[src/rtl/pwm_quad_pkg.sv]
// Package: shared constants for the four-channel prescaled PWM.
// Assumes word addressing on the register bus; the map positions below are
// the ones software depends on.
package pwm_quad_pkg;
    localparam int NUM_CH_D     = 4;   // channel count
    localparam int DIV_W_D      = 16;  // divider width
    localparam int DUTY_W_D     = 8;   // duty width (period = 2**DUTY_W steps)
    localparam int DATA_W_D     = 32;  // bus data width
    localparam int ADDR_W_D     = 4;   // bus word-address width
    localparam int A_MODE_OUT   = 0;   // output enables and bypass bits
    localparam int A_MODE_CNT   = 1;   // counter run enables
    localparam int A_DIV_BASE   = 2;   // first divider register
    localparam int BP_LSB       = 8;   // bypass field position in mode register
endpackage

[src/rtl/pwm_quad_regs.sv]
// Module: register file and bus decode for the PWM.
// Holds mode, divider, duty and select fields, returns registered read data,
// and raises a per-channel restart pulse when a write touches the duty
// register of a channel or the divider that channel currently selects.
// Assumes at most one access per cycle; writes take effect on the clock edge.
module pwm_quad_regs
    import pwm_quad_pkg::*;
#(
    parameter int NUM_CH = NUM_CH_D,
    parameter int DIV_W  = DIV_W_D,
    parameter int DUTY_W = DUTY_W_D,
    parameter int DATA_W = DATA_W_D,
    parameter int ADDR_W = ADDR_W_D,
    parameter int SEL_W  = $clog2(NUM_CH)
) (
    input  logic                               clk,
    input  logic                               rst_n,
    input  logic                               wr_en,
    input  logic                               rd_en,
    input  logic [ADDR_W-1:0]                  addr,
    input  logic [DATA_W-1:0]                  wdata,
    output logic [DATA_W-1:0]                  rdata,
    output logic [NUM_CH-1:0]                  out_en,
    output logic [NUM_CH-1:0]                  bypass,
    output logic [NUM_CH-1:0]                  cnt_en,
    output logic [NUM_CH-1:0][DIV_W-1:0]       div_all,
    output logic [NUM_CH-1:0][DUTY_W-1:0]      duty_all,
    output logic [NUM_CH-1:0][SEL_W-1:0]       sel_all,
    output logic [NUM_CH-1:0]                  restart
);
    localparam int DUTY_BASE = A_DIV_BASE + NUM_CH;
    localparam int SEL_LSB   = DUTY_W;

    logic [DATA_W-1:0] rd_val;
    logic              unused_wbits;

    assign unused_wbits = ^wdata;

    // Register writes: each field updates only on a write to its own address.
    always_ff @(posedge clk) begin
        if (!rst_n) begin
            out_en   <= '0;
            bypass   <= '0;
            cnt_en   <= '0;
            div_all  <= '0;
            duty_all <= '0;
            sel_all  <= '0;
        end else if (wr_en) begin
            if (addr == ADDR_W'(A_MODE_OUT)) begin
                out_en <= wdata[NUM_CH-1:0];
                bypass <= wdata[BP_LSB +: NUM_CH];
            end
            if (addr == ADDR_W'(A_MODE_CNT)) begin
                cnt_en <= wdata[NUM_CH-1:0];
            end
            for (int n = 0; n < NUM_CH; n++) begin
                if (addr == ADDR_W'(A_DIV_BASE + n)) begin
                    div_all[n] <= wdata[DIV_W-1:0];
                end
                if (addr == ADDR_W'(DUTY_BASE + n)) begin
                    duty_all[n] <= wdata[DUTY_W-1:0];
                    sel_all[n]  <= wdata[SEL_LSB +: SEL_W];
                end
            end
        end
    end

    // Read mux: assemble the addressed register with unused bits at zero.
    always_comb begin
        rd_val = '0;
        if (addr == ADDR_W'(A_MODE_OUT)) begin
            rd_val[NUM_CH-1:0]        = out_en;
            rd_val[BP_LSB +: NUM_CH]  = bypass;
        end
        if (addr == ADDR_W'(A_MODE_CNT)) begin
            rd_val[NUM_CH-1:0] = cnt_en;
        end
        for (int n = 0; n < NUM_CH; n++) begin
            if (addr == ADDR_W'(A_DIV_BASE + n)) begin
                rd_val[DIV_W-1:0] = div_all[n];
            end
            if (addr == ADDR_W'(DUTY_BASE + n)) begin
                rd_val[DUTY_W-1:0]         = duty_all[n];
                rd_val[SEL_LSB +: SEL_W]   = sel_all[n];
            end
        end
    end

    // Read data register: capture on a read strobe, hold otherwise.
    always_ff @(posedge clk) begin
        if (!rst_n) begin
            rdata <= '0;
        end else if (rd_en) begin
            rdata <= rd_val;
        end
    end

    // Restart detect: own duty write, or write to the divider this channel uses.
    always_comb begin
        for (int n = 0; n < NUM_CH; n++) begin
            restart[n] = wr_en &&
                ((addr == ADDR_W'(DUTY_BASE + n)) ||
                 (addr == ADDR_W'(A_DIV_BASE) + ADDR_W'(sel_all[n])));
        end
    end
endmodule

[src/rtl/pwm_quad_divsel.sv]
// Module: divider crossbar.
// Gives each channel the divider value of the channel its select field names.
// Assumes select values at or above NUM_CH mean "no divider" (reads zero).
module pwm_quad_divsel #(
    parameter int NUM_CH = 4,
    parameter int DIV_W  = 16,
    parameter int SEL_W  = $clog2(NUM_CH)
) (
    input  logic [NUM_CH-1:0][DIV_W-1:0] div_all,
    input  logic [NUM_CH-1:0][SEL_W-1:0] sel_all,
    output logic [NUM_CH-1:0][DIV_W-1:0] eff_div
);
    for (genvar g = 0; g < NUM_CH; g++) begin : g_mux
        // Per-channel select: pick the named divider or zero if out of range.
        assign eff_div[g] = (int'(sel_all[g]) < NUM_CH) ? div_all[sel_all[g]] : '0;
    end
endmodule

[src/rtl/pwm_quad_chan.sv]
// Module: one PWM channel.
// A prescaler counts DIV cycles per step; a step counter wraps every
// 2**DUTY_W steps. Output is high while the step count is below the duty.
// Assumes restart and a zero divider both park the counters at zero.
module pwm_quad_chan #(
    parameter int DIV_W  = 16,
    parameter int DUTY_W = 8
) (
    input  logic              clk,
    input  logic              rst_n,
    input  logic              out_en,
    input  logic              bypass,
    input  logic              cnt_en,
    input  logic              restart,
    input  logic [DIV_W-1:0]  div,
    input  logic [DUTY_W-1:0] duty,
    output logic              pwm_o
);
    logic [DIV_W-1:0]  pre_q;
    logic [DUTY_W-1:0] step_q;
    logic              running;
    logic              step_end;

    assign running  = (div != '0);
    assign step_end = (pre_q >= div - DIV_W'(1));

    // Counters: restart or stop clears, run enable advances, else hold.
    always_ff @(posedge clk) begin
        if (!rst_n || restart || !running) begin
            pre_q  <= '0;
            step_q <= '0;
        end else if (cnt_en) begin
            if (step_end) begin
                pre_q  <= '0;
                step_q <= step_q + DUTY_W'(1);
            end else begin
                pre_q  <= pre_q + DIV_W'(1);
            end
        end
    end

    // Output: enable gates everything, bypass forces high, else compare.
    assign pwm_o = out_en && (bypass || (running && (step_q < duty)));
endmodule

[src/rtl/pwm_quad_ctrl.sv]
// Module: top of the four-channel prescaled PWM.
// Connects the register file, the divider crossbar and one channel per
// output. Assumes a single clock domain and synchronous active-low reset.
module pwm_quad_ctrl
    import pwm_quad_pkg::*;
#(
    parameter int NUM_CH = NUM_CH_D,
    parameter int DIV_W  = DIV_W_D,
    parameter int DUTY_W = DUTY_W_D,
    parameter int DATA_W = DATA_W_D,
    parameter int ADDR_W = ADDR_W_D
) (
    input  logic              clk,
    input  logic              rst_n,
    input  logic              wr_en,
    input  logic              rd_en,
    input  logic [ADDR_W-1:0] addr,
    input  logic [DATA_W-1:0] wdata,
    output logic [DATA_W-1:0] rdata,
    output logic [NUM_CH-1:0] pwm_out
);
    localparam int SEL_W = $clog2(NUM_CH);

    logic [NUM_CH-1:0]              out_en_w;
    logic [NUM_CH-1:0]              bypass_w;
    logic [NUM_CH-1:0]              cnt_en_w;
    logic [NUM_CH-1:0]              restart_w;
    logic [NUM_CH-1:0][DIV_W-1:0]   div_all_w;
    logic [NUM_CH-1:0][DIV_W-1:0]   eff_div_w;
    logic [NUM_CH-1:0][DUTY_W-1:0]  duty_all_w;
    logic [NUM_CH-1:0][SEL_W-1:0]   sel_all_w;

    pwm_quad_regs #(
        .NUM_CH(NUM_CH), .DIV_W(DIV_W), .DUTY_W(DUTY_W),
        .DATA_W(DATA_W), .ADDR_W(ADDR_W), .SEL_W(SEL_W)
    ) u_regs (
        .clk      (clk),
        .rst_n    (rst_n),
        .wr_en    (wr_en),
        .rd_en    (rd_en),
        .addr     (addr),
        .wdata    (wdata),
        .rdata    (rdata),
        .out_en   (out_en_w),
        .bypass   (bypass_w),
        .cnt_en   (cnt_en_w),
        .div_all  (div_all_w),
        .duty_all (duty_all_w),
        .sel_all  (sel_all_w),
        .restart  (restart_w)
    );

    pwm_quad_divsel #(
        .NUM_CH(NUM_CH), .DIV_W(DIV_W), .SEL_W(SEL_W)
    ) u_divsel (
        .div_all (div_all_w),
        .sel_all (sel_all_w),
        .eff_div (eff_div_w)
    );

    for (genvar g = 0; g < NUM_CH; g++) begin : g_ch
        pwm_quad_chan #(
            .DIV_W(DIV_W), .DUTY_W(DUTY_W)
        ) u_chan (
            .clk     (clk),
            .rst_n   (rst_n),
            .out_en  (out_en_w[g]),
            .bypass  (bypass_w[g]),
            .cnt_en  (cnt_en_w[g]),
            .restart (restart_w[g]),
            .div     (eff_div_w[g]),
            .duty    (duty_all_w[g]),
            .pwm_o   (pwm_out[g])
        );
    end
endmodule

[config.mk]
export PLATFORM = sky130hd
export DESIGN_NAME = pwm_quad_ctrl
export DESIGN_NICKNAME = d
export VERILOG_FILES = /design/src/rtl/pwm_quad_pkg.sv /design/src/rtl/pwm_quad_regs.sv /design/src/rtl/pwm_quad_divsel.sv /design/src/rtl/pwm_quad_chan.sv /design/src/rtl/pwm_quad_ctrl.sv
export SDC_FILE = /design/constraint.sdc
export NUM_CORES = 1
export LEC_CHECK = 0
export CELL_PAD_IN_SITES_DETAIL_PLACEMENT = 2
export CELL_PAD_IN_SITES_GLOBAL_PLACEMENT = 2
export CORE_MARGIN = 1
export CORE_UTILIZATION = 44
export CTS_BUF_LIST = sky130_fd_sc_hd__clkbuf_8
export DETAILED_ROUTE_END_ITERATION = 12
export DONT_BUFFER_PORTS = 1
export PLACE_DENSITY = 0.86
export REMOVE_ABC_BUFFERS = 1
export SLEW_MARGIN = 5
export SYNTH_ARGS = -nofsm -noshare
export SYNTH_HDL_FRONTEND = slang
export SYNTH_HIERARCHICAL = 1
export SYNTH_SLANG_ARGS = --single-unit
[constraint.sdc]
create_clock -name clk -period 14.6 [get_ports clk]
set_clock_uncertainty 0.15 [all_clocks]
set_input_delay 2.19 -clock clk [delete_from_list [all_inputs] [get_ports clk]]
set_output_delay 2.19 -clock clk [all_outputs]
set_load 0.005 [all_outputs]
# ---- After elaboration in Yosys (flattened, before gate mapping)
# Cells that the tools add are included.
dict set report classes {
  n_mux 23
  n_addsub 16
  order_cmp 12
  eq_ne 13
  reduce_logical 52
}
# op n
set ops {}
lappend ops {{16-bit two-way mux} 12}
lappend ops {{16-bit binary-select mux with 2-bit select} 4}
lappend ops {{16-bit by 1-bit adder with 16-bit output, second input constant} 4}
lappend ops {{16-bit >= comparator} 4}
lappend ops {{16-bit nonzero test} 4}
lappend ops {{16-bit by 1-bit subtractor with 16-bit output, second input constant} 4}
lappend ops {{10-bit two-way mux} 4}
lappend ops {{8-bit by 1-bit adder with 8-bit output, second input constant} 4}
lappend ops {{8-bit < comparator} 4}
lappend ops {{2-bit AND reduction} 14}
lappend ops {{4-bit by 3-bit equality test with 1-bit output, second input constant} 4}
lappend ops {{4-bit equality test} 4}
lappend ops {{1-bit logical OR} 16}
lappend ops {{2-bit by 2-bit adder with 3-bit output, first input constant} 4}
lappend ops {{1-bit logical AND} 12}
lappend ops {{2-bit by 3-bit < comparator with 1-bit output, second input constant} 4}
lappend ops {{4-bit two-way mux} 3}
lappend ops {{4-bit by 2-bit equality test with 1-bit output, second input constant} 2}
lappend ops {{4-bit equality test, second input constant} 2}
lappend ops {{1-bit zero test} 5}
lappend ops {{4-bit by 1-bit equality test with 1-bit output, second input constant} 1}
lappend ops {{4-bit zero test} 1}
dict set report totals {
  wordCells 140
  out_inout_bits 36
  input_bits 40
  register_bits 228
}

# ---- Depth between registers and ports, before layout
# Gate-level depths: netlist of run 1.
dict set report logic_depth {
  depth_word 11
  mapped_depth 17
  mapped_depth_nobuf 14
}

# ---- By module
# Netlist of run 1, hierarchy kept.
# mod area_each_um2 cells_per_inst instances
set modules_own_cells {}
lappend modules_own_cells {pwm_quad_regs 6097.1 799 1}
lappend modules_own_cells {{pwm_quad_chan (g_ch[0].u_chan ...)} 1854.3 229 3}
lappend modules_own_cells {{pwm_quad_chan (g_ch[1].u_chan)} 1863.0 223 1}
lappend modules_own_cells {pwm_quad_divsel 1696.6 80 1}

# ---- Worst setup path after synthesis of run 1
# No wires, ideal clock.
dict set report synth_path {
  kind {reg2reg}
  start {register u_regs/sel_all[0] in the netlist's numbering}
  end {register g_ch[0].u_chan.pre_q[10]}
  stages_incl_launch_ff 18
  setup_time_ns 0.115
  t_arrival_ns 4.690
  synth_period_minus_slack_ns 4.954
  path_slack_ns 9.646
  cell_sequence {dfxtp_1 > buf_6 > buf_12 > mux4_2 > nor4_1 > nand2b_1 > or4_1 > nor4_1 > xnor2_1 > ha_1 > nand4_1 > or4_1 > o32a_1 > and2_4 > buf_6 > o21ai_2 > buf_4 > nor2_1}
}
# item line
set synth_rtl {}
lappend synth_rtl {{start, declared} pwm_quad_regs.sv:28} ;# output logic [NUM_CH-1:0][SEL_W-1:0] sel_all,
lappend synth_rtl {{start signal, assigned by index} pwm_quad_regs.sv:62} ;# sel_all[n] <= wdata[SEL_LSB +: SEL_W];
lappend synth_rtl {{end signal, assigned} pwm_quad_chan.sv:37} ;# pre_q <= pre_q + DIV_W'(1);
lappend synth_rtl {{end, declared} pwm_quad_chan.sv:19} ;# logic [DIV_W-1:0] pre_q;

==> results of run 1 <==
## registers in the layout, indices dropped and copies added, names as in the netlist
signal              cells
g_ch.u_chan/pre_q      64
u_regs/div_all         64
g_ch.u_chan/step_q     32
u_regs/duty_all        32
u_regs/rdata           16
u_regs/sel_all          8
u_regs/bypass           4
u_regs/cnt_en           4
u_regs/out_en           4
## worst register-to-register path, delay by kind of cell (launching register included)
| family | cells | cell delay (ns) |
|---|---|---|
| compound gates | 2 | 1.03 |
| flops | 1 | 0.33 |
| xor+xnor | 1 | 0.19 |
| fa+ha+maj | 1 | 0.36 |
| mux | 1 | 0.79 |
| simple gates | 8 | 2.80 |
| buf+inv | 1 | 0.38 |
## Yosys cell counts (4+ instances only)
cell type | instances | share of area (%)
a31oi_1 | 5 | 0.21
or4_1 | 12 | 0.59
a2111oi_2 | 6 | 0.59
buf_2 | 34 | 1.1
buf_4 | 19 | 0.94
nand2_1 | 300 | 7.4
mux4_1 | 24 | 4.1
nor2b_1 | 14 | 0.58
xnor2_1 | 71 | 4.1
nand2b_1 | 21 | 0.86
nand4_1 | 44 | 1.8
a221oi_1 | 4 | 0.23
nor4_1 | 17 | 0.70
or3_1 | 15 | 0.62
o21ai_1 | 37 | 1.2
buf_12 | 4 | 0.53
inv_1 | 51 | 1.3
dfxtp_1 | 228 | 30
nand3_1 | 53 | 1.7
ha_1 | 104 | 8.5
and3_1 | 21 | 0.86
nor3_1 | 21 | 0.69
buf_6 | 9 | 0.67
a2111oi_0 | 5 | 0.29
mux4_2 | 41 | 6.1
xor2_1 | 61 | 3.5
nor2_1 | 164 | 4.0
mux2i_1 | 29 | 1.9
o21ai_0 | 26 | 0.85
o221ai_1 | 11 | 0.63
a22oi_1 | 4 | 0.20
a21oi_1 | 185 | 6.1
a211oi_1 | 7 | 0.35
a21o_1 | 16 | 0.79
o21a_1 | 14 | 0.69
clkbuf_1 | 41 | 1.0
## through the flow
stage | worst slack, ns | utilization [%] | hold slack [ns]
2_1_floorplan | 9.31 | - | 0.299
3_3_place_gp | 8.62 | 45.2 | 0.294
3_5_place_dp | 8.45 | 45.2 | 0.307
4_1_cts | 8.17 | 47.8 | 0.319
5_1_grt | 7.93 | 47.8 | 0.349
6_report | 8.15 | 47.8 | 0.317
## cells by family after synthesis
group / after synthesis / share of synthesized area [%]
mux: 97 / 12.3
buf+inv: 166 / 5.79
flops: 228 / 30.0
other cells: 1 / 0.0246
xor+xnor: 132 / 7.60
simple gates: 701 / 20.9
compound gates: 360 / 14.8
fa+ha+maj: 104 / 8.55
## worst max-delay path by stage
| stage | slack (ns) | to | depth (start not counted) |
|---|---|---|---|
| floorplan | 9.31 | g_ch[0].u_chan/pre_q[0]$_SDFFE_PP0P_ | 13 |
| global placement | 8.62 | g_ch[2].u_chan/pre_q[14]$_SDFFE_PP0P_ | 14 |
| detailed placement | 8.45 | g_ch[2].u_chan/pre_q[10]$_SDFFE_PP0P_ | 14 |
| CTS | 8.17 | pwm_out[2] | 8 |
| global route | 7.93 | pwm_out[2] | 8 |
| finish | 8.15 | pwm_out[2] | 8 |
## metal layers
layer / vias up / track usage (%) / wire length, µm
met2: 749 / 59.4 / 29800
li1: 6300 / - / -
met3: 268 / 8.76 / 5740
met1: 7291 / 41.3 / 23600
met5: - / 0 / 0
met4: 0 / 23.4 / 4370
## final cells by class
class                      instances  area (µm²)
multi-input combinational       1410        9830
clock inverter                    20         143
clock buffer                      55         757
inverter                          57         216
fill                            3698       17600
sequential                       228        4560
timing repair buffer              12        90.1
tap                              448         561
## report_power, final
part	switching (µW)	internal (µW)
Clock	317	372
Combinational	89.4	46.5
Sequential	9.81	629
Total	416	1050
==> qor.yml, run 1 <==
outcome: "completed"
drt_pass1_iterations: 6
power_leakage_uw: 0.00601
yosysWarnings: 6
ys_seq_area_share_pct: 30.0
die-area_mm2: 0.0353
end_kind: "output port"
path_buf_inv: 2
grt_pass1_wl_um: 96500
hold-path-cell-count: 2
grtUsageTotal_pct: 35.9
ys_ff_latch: 228
slowest_delay_ns: 0.83
cp-startpoint: "u_regs/sel_all[4]$_SDFFE_PN0P_"
grt_pass1_vias: 16000
initial_core_util_pct: 45.1
clock_latency_ns: 0.66
syn_area_mm2: 0.0152
synth_ff_type: "dfxtp_1"
setup_tns_ns: 0
cp.arrival_ns: 4.11
grt_max_degree: 94
fin_area_mm2: 0.0162
gp_congestion: 0.929
drc: 0
path_cells: "buf_4 > mux4_1 > inv_1 > ha_1 > nor4b_1 > nand2_1 > o211ai_1 > o21ai_1"
r2r-start: "u_regs/sel_all[6]$_SDFFE_PN0P_"
fin_nets: 1897
crit_required_ns: 12.26
synth-edff-count: 0
synth_cells: 1789
maxSlewHeadroom_pct: 11.4
drtAntennaViolNets: 0
layout_commonest_cell: "nand2_1"
hold_viol: 0
cts_sinks: 228
slowest_stage: "dfxtp_1"
async_flop_share_pct: 0
synth.avg_cell_area_um2: 8.51
coreArea_mm2: 0.0338
layout_common_cells: "nand2_1 (300), dfxtp_1 (228), a21oi_1 (185), nor2_1 (164), ha_1 (104)"
root_buffer: "clkbuf_8"
post-place-cells: 2155
min_period_over_period_pct: 44.2
dp_hpwl_um: 41900
antenna_found_initial: 0
htree_levels: 2
clk_path_buf_depth: 3
vias: 14600
maxSlewViolCount: 0
io_pins: 76
hold_class: "flip-flop to flip-flop"
cts_made_buffers: 44
period_minus_slack_ns: 6.45
antenna_cells: 0
power_density_mw_per_mm2: 90.6
rrSetupSlack_ns: 8.39
path_delay_family: "flip-flops"
cts_tree: "yes"
place_area_mm2: 0.0153
hp-start: "u_regs/sel_all[6]$_SDFFE_PN0P_"
fmax_mhz: 155
final-setup-viol-count: 0
hold_path_end: "u_regs/sel_all[6]$_SDFFE_PN0P_"
ir_worst_vdd_mv: 0.0644
synth.distinct_cells: 73
postCtsSetupBuffers: 0
vias_per_cell: 6.55
path_class: "flip-flop to output port"
cts.clk_slew.worst_paths_ns: 0.06
power_uw: 1460
die_w_um: 188
ctsHoldBuffers: 0
rr_worst_depth: 14
cts_resized: 0
r2r-end: "g_ch[3].u_chan/pre_q[8]$_SDFFE_PP0P_"
max_cap_violations: 0
routed_wl_um: 63500
critPathLaunchType: "flip-flop"
crit_fanout: 10
tightestPinTransition_ns: 1.33
num_rows: 67
layout-drive-gt1-share_pct: 8.08
avgRoutedWirePerCell_um: 28.5
area_growth_pct: 6.19
rsz0062_at_grt: "no"
gr-total-overflow: 0
io_buffers: 0
fin_cells: 2230
drtIter0Drc: 1200
fp.dieH_um: 188
(Power assumes the default switching activity.)
==> run 2, diff against run 1 <==
--- a/config.mk
+++ b/config.mk
@@ -8,11 +8,11 @@
 export CELL_PAD_IN_SITES_DETAIL_PLACEMENT = 2
 export CELL_PAD_IN_SITES_GLOBAL_PLACEMENT = 2
 export CORE_MARGIN = 1
-export CORE_UTILIZATION = 44
+export CORE_UTILIZATION = 37
 export CTS_BUF_LIST = sky130_fd_sc_hd__clkbuf_8
 export DETAILED_ROUTE_END_ITERATION = 12
 export DONT_BUFFER_PORTS = 1
-export PLACE_DENSITY = 0.86
+export PLACE_DENSITY = 0.77
 export REMOVE_ABC_BUFFERS = 1
 export SLEW_MARGIN = 5
 export SYNTH_ARGS = -nofsm -noshare
==> constraint.sdc (replaced) <==
create_clock -name clk -period 5.3 [get_ports clk]
set_clock_uncertainty 0.15 [all_clocks]
set_input_delay 0.795 -clock clk [delete_from_list [all_inputs] [get_ports clk]]
set_output_delay 0.795 -clock clk [all_outputs]
set_load 0.005 [all_outputs]
==> run 2 against run 1 <==
  * Non-clock buffer count is 29 higher
  * Die area is 19% higher
  * Count of clock-buffer cells in the layout is 4 higher
  * Sequential power grew to 2.8 times the previous value
  * Global-route usage is 7.8 points lower
  * First-iteration DRC count is 31% lower
  * Core utilization is 6.4 points lower
  * Clock power grew to 2.8 times the previous value
  * Power grew to 2.8 times the previous value
  * Sequential share of layout area is 0.81 points lower
  * Via count is 3.6% lower
  * Critical endpoint is now g_ch[0].u_chan/step_q[3]$_SDFFE_PP0P_
==> qor.yml, run 2 (synthesis gave the netlist of run 1 again) <==
ir_worst_vdd_mv: 0.155
vias: 14100
maxSlewHeadroom_pct: 17.6
die-area_mm2: 0.0419
path_delay_family: "simple AND/OR/NAND/NOR gates"
die_w_um: 205
crit_required_ns: 5.70
io_buffers: 0
grt_pass1_wl_um: 89600
hold_class: "primary input to flip-flop"
antenna_cells: 0
grt_pass1_vias: 15100
whs_ns: 0.134
antenna_found_initial: 0
rsz0062_at_grt: "no"
coreArea_mm2: 0.0402
avgRoutedWirePerCell_um: 24.9
maxSlewViolCount: 0
grt_max_degree: 75
path_buf_inv: 2
grtUsageTotal_pct: 28.1
slowest_stage: "mux4_1"
cts_sinks: 228
clk_path_buf_depth: 3
initial_core_util_pct: 37.9
vias_per_cell: 6.01
drc: 0
slowest_delay_ns: 0.68
ctsHoldBuffers: 0
outcome: "completed"
cts.clk_slew.worst_paths_ns: 0.06
cp.arrival_ns: 5.44
fmax_mhz: 198
cts_tree: "yes"
end_kind: "flip-flop"
fin_area_mm2: 0.0166
fin_nets: 1927
tightestPinTransition_ns: 1.23
critPathLaunchType: "flip-flop"
fillCellCount: 4527
setup_tns_ns: 0
gp_congestion: 0.955
drt_pass1_iterations: 5
reg_top3: "g_ch.u_chan/pre_q (64), u_regs/div_all (64)"
drtIter0Drc: 832
routed_wl_um: 58300
hp-start: "rd_en"
io_pins: 76
cp-startpoint: "u_regs/sel_all[0]$_SDFFE_PN0P_"
root_buffer: "clkbuf_8"
dp_hpwl_um: 41600
layout_commonest_cell: "nand2_1"
cts_made_buffers: 45
path_class: "flip-flop to flip-flop"
path_cells: "buf_4 > mux4_1 > nor4_2 > buf_4 > nand2b_1 > or4_1 > nor4_4 > xnor2_1 > ha_1 > nand4_1 > or4_1 > o32a_2 > and2_4 > or3_1 > a21oi_1"
hold_viol: 0
fp.dieH_um: 205
power_density_mw_per_mm2: 244
area_growth_pct: 9.37
num_rows: 73
drtAntennaViolNets: 0
max_cap_violations: 0
min_period_over_period_pct: 95.1
gr-total-overflow: 0
crit_fanout: 9
htree_levels: 2
power_leakage_uw: 0.00622
clock_latency_ns: 0.63
layout_common_cells: "nand2_1 (300), dfxtp_1 (226), a21oi_1 (185), nor2_1 (164), ha_1 (104)"
final-setup-viol-count: 0
r2r-start: "u_regs/sel_all[0]$_SDFFE_PN0P_"
period_minus_slack_ns: 5.04
layout-drive-gt1-share_pct: 10.6
place_area_mm2: 0.0156
==> run 2: layer usage <==
metal	routed length, µm	GRT usage [%]	part of all wire (%)	vias to the layer above
li1	-	-	-	6359
met1	23800	34.1	41	7121
met2	27200	45.8	47	443
met3	4000	6.28	6.9	166
met4	3270	15.6	5.6	0
met5	0	0	0	-
==> run 2: worst paths after layout <==
kind | end | slack (ns) | cells past startpoint
max | g_ch[0].u_chan/step_q[3]$_SDFFE_PP0P_ | 0.26 | 15
min | u_regs/rdata[11]$_SDFFE_PN0P_ | 0.13 | 1
max reg2reg | g_ch[0].u_chan/step_q[3]$_SDFFE_PP0P_ | 0.26 | 15
min reg2reg | u_regs/duty_all[22]$_SDFFE_PN0P_ | 0.33 | 2
==> run 2: repair_timing <==
action,in CTS,in global routing
setup buffers,0,3
endpoints found under the setup margin,0,65
resized for setup,0,20
==> run 2: layout make-up <==
type,count,area (µm²),share of cell area [%]
clock buffer,59,812,4.88
clock inverter,23,149,0.894
inverter,57,216,1.30
multi-input combinational,1410,9910,59.5
sequential,228,4570,27.4
tap,525,657,3.95
timing repair buffer,41,337,2.02
==> run 2: through the flow <==
stage,utilization (%),power (µW),worst slack [ns],cells
2_1_floorplan,-,2030,0.00890,1695
3_3_place_gp,38.8,2140,0.287,2258
3_5_place_dp,38.8,2160,0.131,2258
4_1_cts,41.2,4110,0.0724,2340
5_1_grt,41.4,4230,0.0327,2343
6_report,41.4,4060,0.261,2343
==> run 2: power breakdown <==
group | leakage, µW | total [µW] | switching [µW] | internal [µW]
logic | 0.00383 | 375 | 233 | 142
clock network | 0.000552 | 1920 | 832 | 1090
registers | 0.00184 | 1760 | 27.2 | 1730
==> run 3, diff against run 2 <==
==> constraint.sdc (replaced) <==
create_clock -name clk -period 4.55 [get_ports clk]
set_clock_uncertainty 0.15 [all_clocks]
set_input_delay 0.6825 -clock clk [delete_from_list [all_inputs] [get_ports clk]]
set_output_delay 0.6825 -clock clk [all_outputs]
set_load 0.02 [all_outputs]
==> run 3 against run 2 <==
  * The flow now finishes with violations (negative setup slack)
  * Hold slack worse by 0.10 ns
  * First-iteration DRC count is 30% higher
  * Via count up 6.5%
  * Critical path type unchanged
  * Largest power group unchanged
  * Highest routed layer is now met5
==> qor.yml, run 3 (synthesis gave the netlist of run 1 again) <==
outcome: "finished, violations left"
violations: "negative setup slack"
layout_commonest_cell: "nand2_1"
num_rows: 73
drc: 0
maxSlewHeadroom_pct: 13.5
die_w_um: 205
fmax_mhz: 205
grt_pass1_wl_um: 98200
layout_common_cells: "nand2_1 (300), dfxtp_1 (225), a21oi_1 (171), nor2_1 (145), buf_4 (139)"
io_buffers: 0
routed_wl_um: 66300
ir_worst_vdd_mv: 0.177
min_period_over_period_pct: 107
grtUsageTotal_pct: 30.9
clock_latency_ns: 0.64
seqPwrFrac_pct: 43.0
cts_sinks: 228
utilization_pct: 45.2
power_leakage_uw: 0.00689
cts_tree: "yes"
initial_core_util_pct: 37.9
cp.arrival_ns: 5.23
tightestPinTransition_ns: 1.30
avgRoutedWirePerCell_um: 27.0
layout-drive-gt1-share_pct: 20.0
grt_max_degree: 65
path_delay_family: "simple AND/OR/NAND/NOR gates"
p_int_uw: 3410
clkPwrFrac_pct: 45.2
io_pins: 76
slowest_stage: "mux4_1"
power_density_mw_per_mm2: 263
path_cells: "buf_4 > mux4_1 > inv_1 > ha_1 > nor4b_2 > nand2_1 > buf_4 > buf_4 > nor2_1 > xnor2_1 > ha_1 > nand4_1 > or4_4 > o32a_4 > buf_4 > a211oi_4 > and3_1 > o21ai_1"
grt_pass1_vias: 16500
drt_pass1_iterations: 5
cts_made_buffers: 44
antenna_cells: 0
gr-total-overflow: 0
final-setup-viol-count: 68
antenna_found_initial: 1
crit_top_cell: "buf_4"
end_kind: "flip-flop"
net-switching-power_uw: 1370
pre_cts_ws_ns: -0.623
gp_congestion: 0.992
cts.clk_slew.worst_paths_ns: 0.06
area_growth_pct: 19.5
comb_power_share_pct: 11.8
setup_ws_ns: -0.319
hold_viol: 0
period_minus_slack_ns: 4.87
switching_share_pct: 28.7
fin_nets: 2048
vias_per_cell: 6.10
fillCellCount: 4423
critPathLaunchType: "flip-flop"
root_buffer: "clkbuf_8"
rsz0062_at_grt: "yes"
crit_fanout: 7
maxSlewViolCount: 0
coreArea_mm2: 0.0402
dp_hpwl_um: 44100
fp.dieH_um: 205
rrSetupSlack_ns: -0.32
vias: 15000
max_cap_violations: 0
htree_levels: 2
reg_top3: "g_ch.u_chan/pre_q (64), u_regs/div_all (64)"
drtAntennaViolNets: 0
crit_required_ns: 4.91
hold_class: "primary input to flip-flop"
path_buf_inv: 5
slowest_delay_ns: 0.65
clk_path_buf_depth: 3
drtIter0Drc: 1083
die-area_mm2: 0.0419
path_class: "flip-flop to flip-flop"
run 3: changes by cell type in the layout (fill, tap and decap cells not counted), sizes merged:
cell	change
buf	+118
inv	-5
clkinv	+4
dlygate4sd3	+3
clkbuf	-2
bufinv	-1
run 3: path summary, 6_finish.rpt:
kind | start | end | depth (start not counted)
setup / recovery | u_regs/sel_all[0]$_SDFFE_PN0P_ | g_ch[0].u_chan/step_q[5]$_SDFFE_PP0P_ | 18
hold / removal | wdata[14] | u_regs/div_all[62]$_SDFFE_PN0P_ | 2
setup reg to reg | u_regs/sel_all[0]$_SDFFE_PN0P_ | g_ch[0].u_chan/step_q[5]$_SDFFE_PP0P_ | 18
hold reg to reg | u_regs/duty_all[22]$_SDFFE_PN0P_ | u_regs/duty_all[22]$_SDFFE_PN0P_ | 2
run 3: power by group through the flow:
stage                     Combinational, µW  Clock, µW  Sequential (µW)
after floorplan                         294          0             2090
after global placement                  442          0             2100
after detailed placement                470          0             2100
after CTS                               518       2210             2060
after global routing                    599       2300             2060
final                                   562       2160             2060
run 3: cell type report:
cell class | count | area, µm² | area share, %
clock buffer | 56 | 771 | 4.24
clock inverter | 21 | 125 | 0.688
inverter | 57 | 216 | 1.19
multi-input combinational | 1410 | 10500 | 57.5
sequential | 228 | 4570 | 25.2
tap | 525 | 657 | 3.61
timing repair buffer | 163 | 1380 | 7.59
run 3: timing repair:
action | CTS | global route
hold buffers | 3 | 0
endpoints found under the hold margin | 5 | 0
endpoints found under the setup margin | 73 | 89
cloned | 0 | 1
pin swaps | 75 | 35
resized for setup | 83 | 66
setup buffers | 27 | 15
run 3: routing by layer:
metal  vias up  global-route usage (%)  part of all wire, %
li1       6600                       -                    -
met1      7615                    36.3                   39
met2       572                    51.7                   48
met3       222                    6.27                  7.2
met4         2                    18.3                  6.0
met5         -                       0               0.0030
run 3: metrics by stage:
stage | setup TNS [ns] | total power (µW) | instance area [µm²] | std cells | hold WS (ns)
2_1_floorplan | -49.10 | 2380 | 14600 | 1695 | 0.299
3_3_place_gp | -18.57 | 2540 | 16300 | 2342 | 0.312
3_5_place_dp | -29.87 | 2570 | 16300 | 2342 | 0.324
4_1_cts | -4.22 | 4780 | 17800 | 2447 | 0.000148
5_1_grt | -18.32 | 4960 | 18200 | 2460 | 0.0200
6_report | -7.94 | 4780 | 18200 | 2460 | 0.0302
